`src/rtl/sgr_cmd_pkg.sv`:
```
package sgr_cmd_pkg;

  typedef enum logic [2:0] {
    CMD_NONE = 3'd0,
    CMD_ACT  = 3'd1,
    CMD_RD   = 3'd2,
    CMD_WR   = 3'd3,
    CMD_PRE  = 3'd4,
    CMD_REF  = 3'd5,
    CMD_MRS  = 3'd6
  } sgr_cmd_e;

  typedef enum logic [1:0] {
    PM_RUN  = 2'd0,
    PM_SUSP = 2'd1,
    PM_PDN  = 2'd2
  } sgr_pm_e;

  function automatic logic cmd_is_banked(sgr_cmd_e c);
    return (c == CMD_ACT) || (c == CMD_RD) || (c == CMD_WR) ||
           (c == CMD_PRE) || (c == CMD_MRS);
  endfunction

  function automatic logic cmd_is_access(sgr_cmd_e c);
    return (c == CMD_RD) || (c == CMD_WR);
  endfunction

endpackage

```
`src/rtl/sgr_cmd_decode.sv`:
```
module sgr_cmd_decode
  import sgr_cmd_pkg::*;
(
  input  logic     cs_n,
  input  logic     ras_n,
  input  logic     cas_n,
  input  logic     we_n,
  output sgr_cmd_e cmd
);

  always_comb begin
    cmd = CMD_NONE;
    if (!cs_n) begin
      unique case ({ras_n, cas_n, we_n})
        3'b011:  cmd = CMD_ACT;
        3'b101:  cmd = CMD_RD;
        3'b100:  cmd = CMD_WR;
        3'b010:  cmd = CMD_PRE;
        3'b001:  cmd = CMD_REF;
        3'b000:  cmd = CMD_MRS;
        default: cmd = CMD_NONE;
      endcase
    end
  end

endmodule

```
`src/rtl/sgr_cke_ctrl.sv`:
```
module sgr_cke_ctrl
  import sgr_cmd_pkg::*;
(
  input  logic clk,
  input  logic rst,
  input  logic cke,
  input  logic all_idle,
  output logic accept,
  output logic suspended,
  output logic power_down
);

  sgr_pm_e mode_q;

  // The edge that first samples CKE low still runs; sleep begins after it.
  assign accept     = cke || (mode_q == PM_RUN);
  assign suspended  = (mode_q == PM_SUSP);
  assign power_down = (mode_q == PM_PDN);

  always_ff @(posedge clk) begin
    if (rst) begin
      mode_q <= PM_RUN;
    end else if (cke) begin
      mode_q <= PM_RUN;
    end else if (mode_q == PM_RUN) begin
      mode_q <= all_idle ? PM_PDN : PM_SUSP;
    end
  end

  AST_PDN_FROM_IDLE: assert property (@(posedge clk) disable iff (rst)
    (power_down && !$past(power_down)) |-> $past(all_idle));

  AST_WAKE_SAME_EDGE: assert property (@(posedge clk) disable iff (rst)
    cke |=> (!suspended && !power_down));

endmodule

```
`src/rtl/sgr_bank_slot.sv`:
```
module sgr_bank_slot #(
  parameter int ROW_W = 10
) (
  input  logic             clk,
  input  logic             rst,
  input  logic             act_hit,
  input  logic             pre_hit,
  input  logic [ROW_W-1:0] row_in,
  output logic             active,
  output logic [ROW_W-1:0] row
);

  always_ff @(posedge clk) begin
    if (rst) begin
      active <= 1'b0;
      row    <= '0;
    end else if (act_hit && !active) begin
      active <= 1'b1;
      row    <= row_in;
    end else if (pre_hit) begin
      active <= 1'b0;
    end
  end

  AST_ACT_OPENS: assert property (@(posedge clk) disable iff (rst)
    act_hit |=> active);

  AST_PRE_CLOSES: assert property (@(posedge clk) disable iff (rst)
    pre_hit |=> !active);

  AST_ROW_HOLD: assert property (@(posedge clk) disable iff (rst)
    !(act_hit && !active) |=> $stable(row));

endmodule

```
`src/rtl/sgr_cmd_front.sv`:
```
module sgr_cmd_front
  import sgr_cmd_pkg::*;
#(
  parameter int NUM_BANKS = 2,
  parameter int ROW_W     = 10,
  parameter int COL_W     = 8,
  parameter int BANK_BIT  = 10,
  localparam int BANK_W   = (NUM_BANKS > 1) ? $clog2(NUM_BANKS) : 1,
  localparam int ADDR_W   = BANK_BIT + BANK_W
) (
  input  logic                       clk,
  input  logic                       rst,
  input  logic                       cke_i,
  input  logic                       cs_n_i,
  input  logic                       ras_n_i,
  input  logic                       cas_n_i,
  input  logic                       we_n_i,
  input  logic [ADDR_W-1:0]          addr_i,
  output logic                       cmd_valid_o,
  output logic [2:0]                 cmd_code_o,
  output logic [BANK_W-1:0]          cmd_bank_o,
  output logic [NUM_BANKS*ROW_W-1:0] row_addr_o,
  output logic [COL_W-1:0]           col_addr_o,
  output logic [NUM_BANKS-1:0]       bank_active_o,
  output logic                       proto_err_o,
  output logic                       suspended_o,
  output logic                       power_down_o
);

  sgr_cmd_e          cmd_raw;
  sgr_cmd_e          cmd_acc;
  logic              accept;
  logic              all_idle;
  logic [BANK_W-1:0] sel_bank;
  logic              sel_active;
  logic              err_now;

  sgr_cmd_decode u_decode (
    .cs_n  (cs_n_i),
    .ras_n (ras_n_i),
    .cas_n (cas_n_i),
    .we_n  (we_n_i),
    .cmd   (cmd_raw)
  );

  assign all_idle = ~|bank_active_o;

  sgr_cke_ctrl u_cke (
    .clk        (clk),
    .rst        (rst),
    .cke        (cke_i),
    .all_idle   (all_idle),
    .accept     (accept),
    .suspended  (suspended_o),
    .power_down (power_down_o)
  );

  assign cmd_acc    = accept ? cmd_raw : CMD_NONE;
  assign sel_bank   = addr_i[BANK_BIT +: BANK_W];
  assign sel_active = bank_active_o[sel_bank];
  assign err_now    = ((cmd_acc == CMD_ACT) && sel_active) ||
                      (cmd_is_access(cmd_acc) && !sel_active);

  for (genvar g = 0; g < NUM_BANKS; g++) begin : g_bank
    logic act_hit;
    logic pre_hit;
    assign act_hit = (cmd_acc == CMD_ACT) && (sel_bank == BANK_W'(g));
    assign pre_hit = (cmd_acc == CMD_PRE) && (sel_bank == BANK_W'(g));

    sgr_bank_slot #(.ROW_W(ROW_W)) u_slot (
      .clk     (clk),
      .rst     (rst),
      .act_hit (act_hit),
      .pre_hit (pre_hit),
      .row_in  (addr_i[ROW_W-1:0]),
      .active  (bank_active_o[g]),
      .row     (row_addr_o[g*ROW_W +: ROW_W])
    );
  end

  always_ff @(posedge clk) begin
    if (rst) begin
      cmd_valid_o <= 1'b0;
      cmd_code_o  <= 3'd0;
      cmd_bank_o  <= '0;
      col_addr_o  <= '0;
      proto_err_o <= 1'b0;
    end else begin
      cmd_valid_o <= (cmd_acc != CMD_NONE);
      cmd_code_o  <= cmd_acc;
      if (cmd_is_banked(cmd_acc) && !err_now) begin
        cmd_bank_o <= sel_bank;
      end
      if (cmd_is_access(cmd_acc) && sel_active) begin
        col_addr_o <= addr_i[COL_W-1:0];
      end
      if (err_now) begin
        proto_err_o <= 1'b1;
      end
    end
  end

  AST_ERR_STICKY: assert property (@(posedge clk) disable iff (rst)
    proto_err_o |=> proto_err_o);

  AST_QUIET_ASLEEP: assert property (@(posedge clk) disable iff (rst)
    (!cke_i && (suspended_o || power_down_o)) |=> !cmd_valid_o);

  AST_DESELECT_QUIET: assert property (@(posedge clk) disable iff (rst)
    cs_n_i |=> !cmd_valid_o);

endmodule

```
`config.mk`:
```
export PLATFORM = sky130hd
export DESIGN_NAME = sgr_cmd_front
export DESIGN_NICKNAME = d
export VERILOG_FILES = /design/src/rtl/sgr_cmd_pkg.sv /design/src/rtl/sgr_cmd_decode.sv /design/src/rtl/sgr_cke_ctrl.sv /design/src/rtl/sgr_bank_slot.sv /design/src/rtl/sgr_cmd_front.sv
export SDC_FILE = /design/constraint.sdc
export NUM_CORES = 1
export LEC_CHECK = 0
export BUFFER_PORTS_ARGS = -buffer_cell sky130_fd_sc_hd__buf_4
export CORE_MARGIN = 2
export CORE_UTILIZATION = 48
export DETAILED_ROUTE_END_ITERATION = 8
export HOLD_SLACK_MARGIN = 0.1
export PLACE_DENSITY_LB_ADDON = 0.15
export SLEW_MARGIN = 20
export SYNTH_ARGS = -nofsm -noshare
export SYNTH_HDL_FRONTEND = slang
export SYNTH_SLANG_ARGS = --single-unit
```
`constraint.sdc`:
```
create_clock -name clk -period 2.3 [get_ports clk]
set_clock_uncertainty 0.05 [all_clocks]
set_input_delay 0.23 -clock clk [delete_from_list [all_inputs] [get_ports clk]]
set_output_delay 0.23 -clock clk [all_outputs]
set_load 0.02 [all_outputs]
```
Word-level counts from Yosys, hierarchy flattened
Index checks and enable logic that the tools add are counted.
Widths: inputs -> output; s select.
{ "totals": {"elab_cells": 62, "in_bits": 18, "out_inout_bits": 38, "register_bits": 38} }
{ "op_classes": {"reduce_logical": 28, "magnitude_cmp": 1, "n_bitwise": 1, "eq_ne": 12, "mux": 10} }
{ "ops": {"columns": ["operator", "count"], "rows": [
  ["$pmux 3 s6", 1],
  ["$eq 3x2->1 const B", 4],
  ["$eq 3x3->1 const B", 4],
  ["$logic_and 1x1->1", 10],
  ["$logic_or 1x1->1", 7],
  ["$eq 3x1->1 const B", 2],
  ["$mux 1", 6],
  ["$mux 3", 2],
  ["$logic_not 1->1", 4],
  ["$reduce_bool 2->1", 2],
  ["$reduce_or 2->1", 2],
  ["$logic_not 3->1", 1],
  ["$reduce_bool 3->1", 1],
  ["$eq 2x1->1 const B", 1],
  ["$eq 2x2->1 const B", 1],
  ["$logic_not 2->1", 1],
  ["$lt 1x2->1 const B", 1],
  ["$mux 2", 1],
  ["$not 1->1", 1]
]} }

Longest topological paths before layout
Gate-level depths: netlist of run 1.
{ "depth": {"word_depth": 10, "mapped_depth": 6, "depth_no_buf": 4} }

By module
Synthesis of run 1 repeated with hierarchy kept, for this count alone.
{ "hier_totals": {"hier_cells": 172, "hier_area_um2": 1747.9} }
{ "modules_own_cells": {"columns": ["module", "n_inst", "seq_area_each_um2", "cells_per_inst", "area_each_um2"], "rows": [
  ["sgr_bank_slot", 2, 220.2, 49, 510.5],
  ["sgr_cmd_front", 1, 280.3, 59, 596.8],
  ["sgr_cke_ctrl", 1, 40.0, 10, 93.8],
  ["sgr_cmd_decode", 1, 0.0, 5, 36.3]
]} }

Least setup slack after synthesis of run 1
Ideal clock, no wire load.
{ "synth_timing": {"path_kind": "reg2reg", "from": "register g_bank[0].u_slot.active", "to": "register g_bank[0].u_slot.row[5]", "path_stages_with_launch": 6, "period_less_slack_ps": 1748, "t_required_ps": 2122, "path_slack_ps": 552, "arrival_time_ps": 1571, "path_buffers": 1, "setup_ps": 128, "path_cell_list": "dfxtp_1 -> or4b_1 -> or4_1 -> buf_6 -> mux2i_1 -> nor2_1"} }
{ "synth_via": {"elab_chain_len": 2} }
{ "synth_lines": {"columns": ["item", "line_no", "text"], "rows": [
  ["from (decl)", "sgr_bank_slot.sv:9", "output logic active,"],
  ["from (signal assigned)", "sgr_bank_slot.sv:15", "active <= 1'b0;"],
  ["from (signal assigned)", "sgr_bank_slot.sv:18", "active <= 1'b1;"],
  ["from (signal assigned)", "sgr_bank_slot.sv:21", "active <= 1'b0;"],
  ["$logic_not 1->1", "sgr_bank_slot.sv:17", "end else if (act_hit && !active) begin"],
  ["$logic_and 1x1->1", "sgr_bank_slot.sv:17", null],
  ["to (signal assigned)", "sgr_bank_slot.sv:19", "row <= row_in;"],
  ["to (decl)", "sgr_bank_slot.sv:10", "output logic [ROW_W-1:0] row"]
]} }
No other way between the ends.
A chain may end at the register's enable or synchronous reset.

Worst setup path in the final report of run 1
{ "layout_timing": {"from": "input port ras_n_i", "to": "register g_bank[0].u_slot.row[1]"} }
{ "layout_via": {"elab_chain_len": 7, "word_cells_on_any_way": 12, "classes_between": "6 x eq/ne; 3 x mux; 3 x reduce/logical"} }
{ "layout_lines": {"columns": ["item", "line_no", "text"], "rows": [
  ["from (decl)", "sgr_cmd_front.sv:15", "input logic ras_n_i,"],
  ["$eq 3x1->1, or another cell as far along", "sgr_cmd_decode.sv:14", "unique case ({ras_n, cas_n, we_n})"],
  ["$pmux 3 s6 *", "sgr_cmd_decode.sv:14", null],
  ["$mux 3 *", "sgr_cmd_decode.sv:13", "if (!cs_n) begin"],
  ["$mux 3 *", "sgr_cmd_front.sv:58", "assign cmd_acc = accept ? cmd_raw : CMD_NONE;"],
  ["$eq 3x1->1 *", "sgr_cmd_front.sv:67", "assign act_hit = (cmd_acc == CMD_ACT) && (sel_bank == BANK_W'(g));"],
  ["$logic_and 1x1->1 *", "sgr_cmd_front.sv:67", null],
  ["$logic_and 1x1->1 *", "sgr_bank_slot.sv:17", null]
]} }
Every way passes the cells marked *; elsewhere a longest branch is shown, timed or not.

==> impl_metrics.yaml, run 1 <==
layout:
  n_antenna_cell: 0
  area_growth_pct: 41.8
  fin_area_um2: 2160
  final_cell_mix: "58 x buf_4, 39 x nor2_1, 38 x dfxtp_1"
  drive_above_1_share: 0.315
  final_common_cell: "buf_4"
  nNetsFinal: 239
  final_cells: 266
route:
  drtIter0Drc: 23
  routed_wl_mm: 3.47
  num_vias: 1314
  wl_per_cell_um: 13.0
  first_pass_iters: 4
  postRouteAntennaNets: 0
  vias_per_cell: 4.94
  drc_errors: 0
sta:
  maxSlewHeadroom: 0.604
  worst_slack_ns: 0.270
  period_minus_slack_ns: 2.03
  hold_violations: 0
  tns_ns: 0
  worst_slew_pin_slew_ns: 0.595
  finalSetupViolCount: 0
  rsz0062_at_grt: "false"
  slew_viol_final: 0
  fmax_mhz: 493
  min_period_over_period: 0.882
logic_synthesis:
  synth.area.top_cells: "dfxtp_1 50%, mux2i_1 21%, nor2_1 9.6%"
  syn-cell-area_um2: 1530
  yosysTopAreaCell: "dfxtp_1"
  syn_area_per_cell_um2: 9.97
  synthCells: 153
  synth_fp_nets: 171
  ys_seq_area_frac: 0.499
  ys_warn_count: 0
  synth_cell_types: 29
  synth_top_area_frac: 0.499
  ys_ff_latch: 38
clock_tree:
  clockBufferDepth: 2
  cts_num_sinks: 38
  worstSkewPairLatency_ns: 0.35
  cts_tree: "yes"
  clkSlewWorstSetupHoldPaths_ns: 0.11
  cts_buffers: 5
  root_buffer: "clkbuf_4"
  cts_max_level: 2
  post_cts_resized: 0
outcome:
  status: "finished clean"
placement:
  io_buffers: 55
  dpl_cell_area_um2: 1960
  place_ws_ns: 0.378
  gp_congestion: 0.782
  dp_cells: 244
  place_hpwl_mm: 2.30
floorplan:
  rows: 20
  initial_core_util: 0.504
  ios: 56
  die_area_um2: 3640
  die_w_um: 60.4
  die_h_um: 60.4
  core_um2: 3030
power:
  power_leakage_nw: 1.06
  cellPowerDensity_nw_per_um2: 550
  max-vdd-ir-drop_mv: 0.350
setup_path:
  critPathKind: "in2reg"
  cpMaxStageDelayCell: "dlygate4sd3_1"
  end_kind: "register"
  cp.arrival_ns: 2.22
  cp_slowest_stage_delay_ns: 0.54
  path_max_fanout: 12
  start_kind: "primary input"
  worstPathCellList: "dlygate4sd3_1 -> buf_4 -> or4b_1 -> or4_1 -> buf_4 -> mux2i_1 -> nor2_1"
  critPathBufInv: 3
  crit_family: "buffers and inverters"
  crit_required_ns: 2.49
  cp_common_cell: "buf_4"
global_route:
  antenna_found_initial: 0
  grt_first_pass_wirelength_mm: 5.38
  grt_use_total: 0.203
  grt_pass1_vias: 1224
  grt_max_degree: 41
  globalRouteOverflowTotal: 0
worst_hold_path:
  hold_class: "in2reg"
job:
  max-cap-violations: 0
==> state kept, by name (all words and copies together), names as in the netlist <==
name and count:
u_cke.mode_q 2, cmd_valid_o 1, proto_err_o 1, cmd_code_o 3, cmd_bank_o 1, col_addr_o 8, g_bank.u_slot.active 2, g_bank.u_slot.row 20
==> report_power, final <==
part           internal (mW)  leakage, nW  switching (mW)
Clock                  0.147       0.0343           0.223
Combinational         0.0718        0.719          0.0704
Sequential             0.670        0.307         0.00812
==> logic make-up (layout without fill, tap and decap cells) <==
family                 after synthesis  after routing  synth area share
AOI/OAI and AO/OA                    8              8            0.0386
buffers and inverters               12             81            0.0435
DFF                                 38             38             0.499
muxes                               33             33             0.217
and+or+nand+nor                     62             62             0.202
==> final timing paths <==
kind                                                 to  slack, ns            start  cells past startpoint
worst min-delay path                         cmd_bank_o       0.13       addr_i[10]                      3
worst max-delay path            g_bank[0].u_slot.row[1]       0.27          ras_n_i                      7
worst max register to register  g_bank[1].u_slot.row[1]       0.37  u_cke.mode_q[0]                      4
worst min register to register            col_addr_o[3]       0.46    col_addr_o[3]                      2
==> per-layer routing <==
metal | wire length [um] | track usage | up-vias
li1 | - | - | 660
met1 | 1430 | 0.225 | 608
met2 | 1770 | 0.352 | 40
met3 | 211 | 0.0704 | 6
met4 | 53 | 0.0857 | 0
met5 | 0 | 0 | -
==> stage by stage <==
stage           util  hold WS [ns]  total power, mW
3_3_place_gp   0.647         0.368            0.812
4_1_cts        0.714         0.120             1.20
6_report       0.714         0.129             1.19
5_1_grt        0.714         0.145             1.24
2_1_floorplan      -         0.259            0.758
3_5_place_dp   0.647         0.372            0.816
==> cells in the mapped netlist (all sizes together) <==
cell type,instances
or4b,1
a211oi,1
dfxtp,38
nand2b,4
a31oi,1
nor2b,3
nor4b,2
nor3,4
mux2,1
clkbuf,4
o21bai,1
mux2i,32
o21ba,1
a2111oi,1
o22ai,1
a21oi,1
or2b,1
nand4bb,1
buf,7
o211ai,1
nand3b,2
nor4,2
or4,2
nor2,39
nand4b,1
inv,1
==> worst reg2reg max path, delay by kind of cell (launching register included) <==
kind | cells | cell delay, ns
simple gates | 2 | 0.85
flops | 1 | 0.36
compound gates | 1 | 0.27
mux | 1 | 0.27
==> cell type report <==
| type | count | area [um2] |
|---|---|---|
| sequential | 38 | 761 |
| fill | 223 | 865 |
| timing repair buffer | 72 | 576 |
| inverter | 1 | 3.75 |
| tap | 44 | 55.1 |
| multi-input combinational | 103 | 704 |
| clock buffer | 6 | 51.3 |
| clock inverter | 2 | 12.5 |
==> timing repair <==
item                                    CTS  global route
endpoints found under the setup margin    0             0
hold buffers                             14             0
buffers inserted                          0             0
hold endpoints to repair                 31             0
(Power assumes the default switching activity.)
==> inputs of run 2 (changes only) <==
- REMOVE_ABC_BUFFERS: not set -> 1
==> impl_metrics.yaml, run 2 (synthesis results as in run 1) <==
clock_tree:
  cts_buffers: 5
  root_buffer: "clkbuf_4"
  clkSlewWorstSetupHoldPaths_ns: 0.11
  clockBufferDepth: 2
  worstSkewPairLatency_ns: 0.33
  cts_tree: "yes"
  cts_max_level: 2
  cts_setup_buffers: 0
  cts_num_sinks: 38
route:
  routed_wl_mm: 3.41
  num_vias: 1315
  drtIter0Drc: 54
  first_pass_iters: 4
  vias_per_cell: 4.98
  wl_per_cell_um: 12.9
  postRouteAntennaNets: 0
  drc_errors: 0
power:
  comb_power_share: 0.112
  cellPowerDensity_nw_per_um2: 584
  power_mw: 1.26
  cell_internal_pwr_mw: 0.969
  p_seq_frac: 0.536
  swShare: 0.234
  max-vdd-ir-drop_mv: 0.485
  power_leakage_nw: 1.05
  p_switching_mw: 0.296
  clkPwrFrac: 0.353
sta:
  worst_slew_pin_slew_ns: 0.618
  maxSlewHeadroom: 0.588
  rsz0062_at_grt: "false"
  finalSetupViolCount: 0
  worst_slack_ns: 0.222
  fmax_mhz: 481
  hold_ws_ns: 0.126
  min_period_over_period: 0.904
  hold_violations: 0
  period_minus_slack_ns: 2.08
  slew_viol_final: 0
worst_hold_path:
  hold_class: "in2reg"
  worstHoldStart: "we_n_i"
layout:
  nNetsFinal: 237
  drive_above_1_share: 0.314
  fin_area_um2: 2160
  fin_util: 0.715
  final_common_cell: "buf_4"
  largest_reg_flops: 20
  final_cell_mix: "57 x buf_4, 39 x nor2_1, 38 x dfxtp_1"
  top_regs: "g_bank.u_slot.row: 20 flops, col_addr_o: 8 flops, cmd_code_o: 3 flops"
  regMostFlops: "g_bank.u_slot.row"
  n_antenna_cell: 0
  fillers: 245
  area_growth_pct: 41.9
job:
  max-cap-violations: 0
setup_path:
  setup.worst_path.start: "ras_n_i"
  path_max_fanout: 12
  critPathKind: "in2reg"
  start_kind: "primary input"
  end_kind: "register"
  r2r-start: "u_cke.mode_q[0]"
  cp.arrival_ns: 2.25
  crit_required_ns: 2.47
global_route:
  globalRouteOverflowTotal: 0
  grt_first_pass_wirelength_mm: 5.49
  grt_pass1_vias: 1223
  grt_max_degree: 41
  grt_use_total: 0.208
  antenna_found_initial: 0
floorplan:
  rows: 20
  core_um2: 3030
  die_w_um: 60.4
  die_h_um: 60.4
  ios: 56
  initial_core_util: 0.504
  die_area_um2: 3640
placement:
  gp_congestion: 0.768
  io_buffers: 55
  place_ws_ns: 0.380
  dpl_cell_area_um2: 1950
  place_hpwl_mm: 2.35
outcome:
  status: "finished clean"
## run 2: cell types whose count changed in the layout (fill, tap and decap cells not counted)
cell	previous run	this run
buf_4	58	57
bufinv_16	0	1
clkbuf_8	1	0
clkinv_2	1	0
clkinvlp_4	1	2
dlygate4sd3_1	14	13
## run 2: final cells by class
class	count	area (um2)	area share
flip-flops and latches	38	761	0.351
multi-input cells	103	704	0.325
repair buffers	70	558	0.258
well taps	44	55.1	0.0254
clock inverters	3	45.0	0.0208
clock buffers	5	37.5	0.0173
inverters	1	3.75	0.00173
## run 2: path summary, 6_finish.rpt
kind,to,cells past startpoint,slack (ns)
worst max-delay path,g_bank[0].u_slot.row[9],7,0.22
worst min-delay path,cmd_code_o[2],2,0.13
worst max register to register,g_bank[1].u_slot.row[9],4,0.37
worst min register to register,g_bank[0].u_slot.row[8],2,0.46
## run 2: power by group through the flow
stage	Clock [mW]	Sequential (mW)	Combinational (mW)
after detailed placement	0	0.693	0.124
final	0.446	0.677	0.141
after global placement	0	0.692	0.120
after floorplan	0	0.704	0.0399
after CTS	0.460	0.678	0.141
after global routing	0.492	0.680	0.154
## run 2: metal layers
metal | vias up | share of wire | track usage
met2 | 39 | 0.53 | 0.348
met4 | 0 | 0.0068 | 0.0762
met3 | 2 | 0.061 | 0.0853
met1 | 618 | 0.40 | 0.239
met5 | - | 0 | 0
li1 | 656 | - | -
## run 2: critical path: stages
cell           delay (ns)
dlygate4sd3_1        0.54
buf_4                0.17
or4b_1               0.45
or4_1                0.40
buf_4                0.21
mux2i_1              0.19
nor2_1               0.06
## run 2: what timing repair did
action                                  CTS  global route
hold endpoints to repair                 27             0
hold buffers                             13             0
gates resized for setup                   0             0
endpoints found under the setup margin    0             0
## run 2: through the flow
stage | instances | TNS (ns)
floorplan | 142 | -2.38
global placement | 243 | 0
detailed placement | 243 | 0
CTS | 264 | 0
global route | 264 | 0
finish | 264 | 0
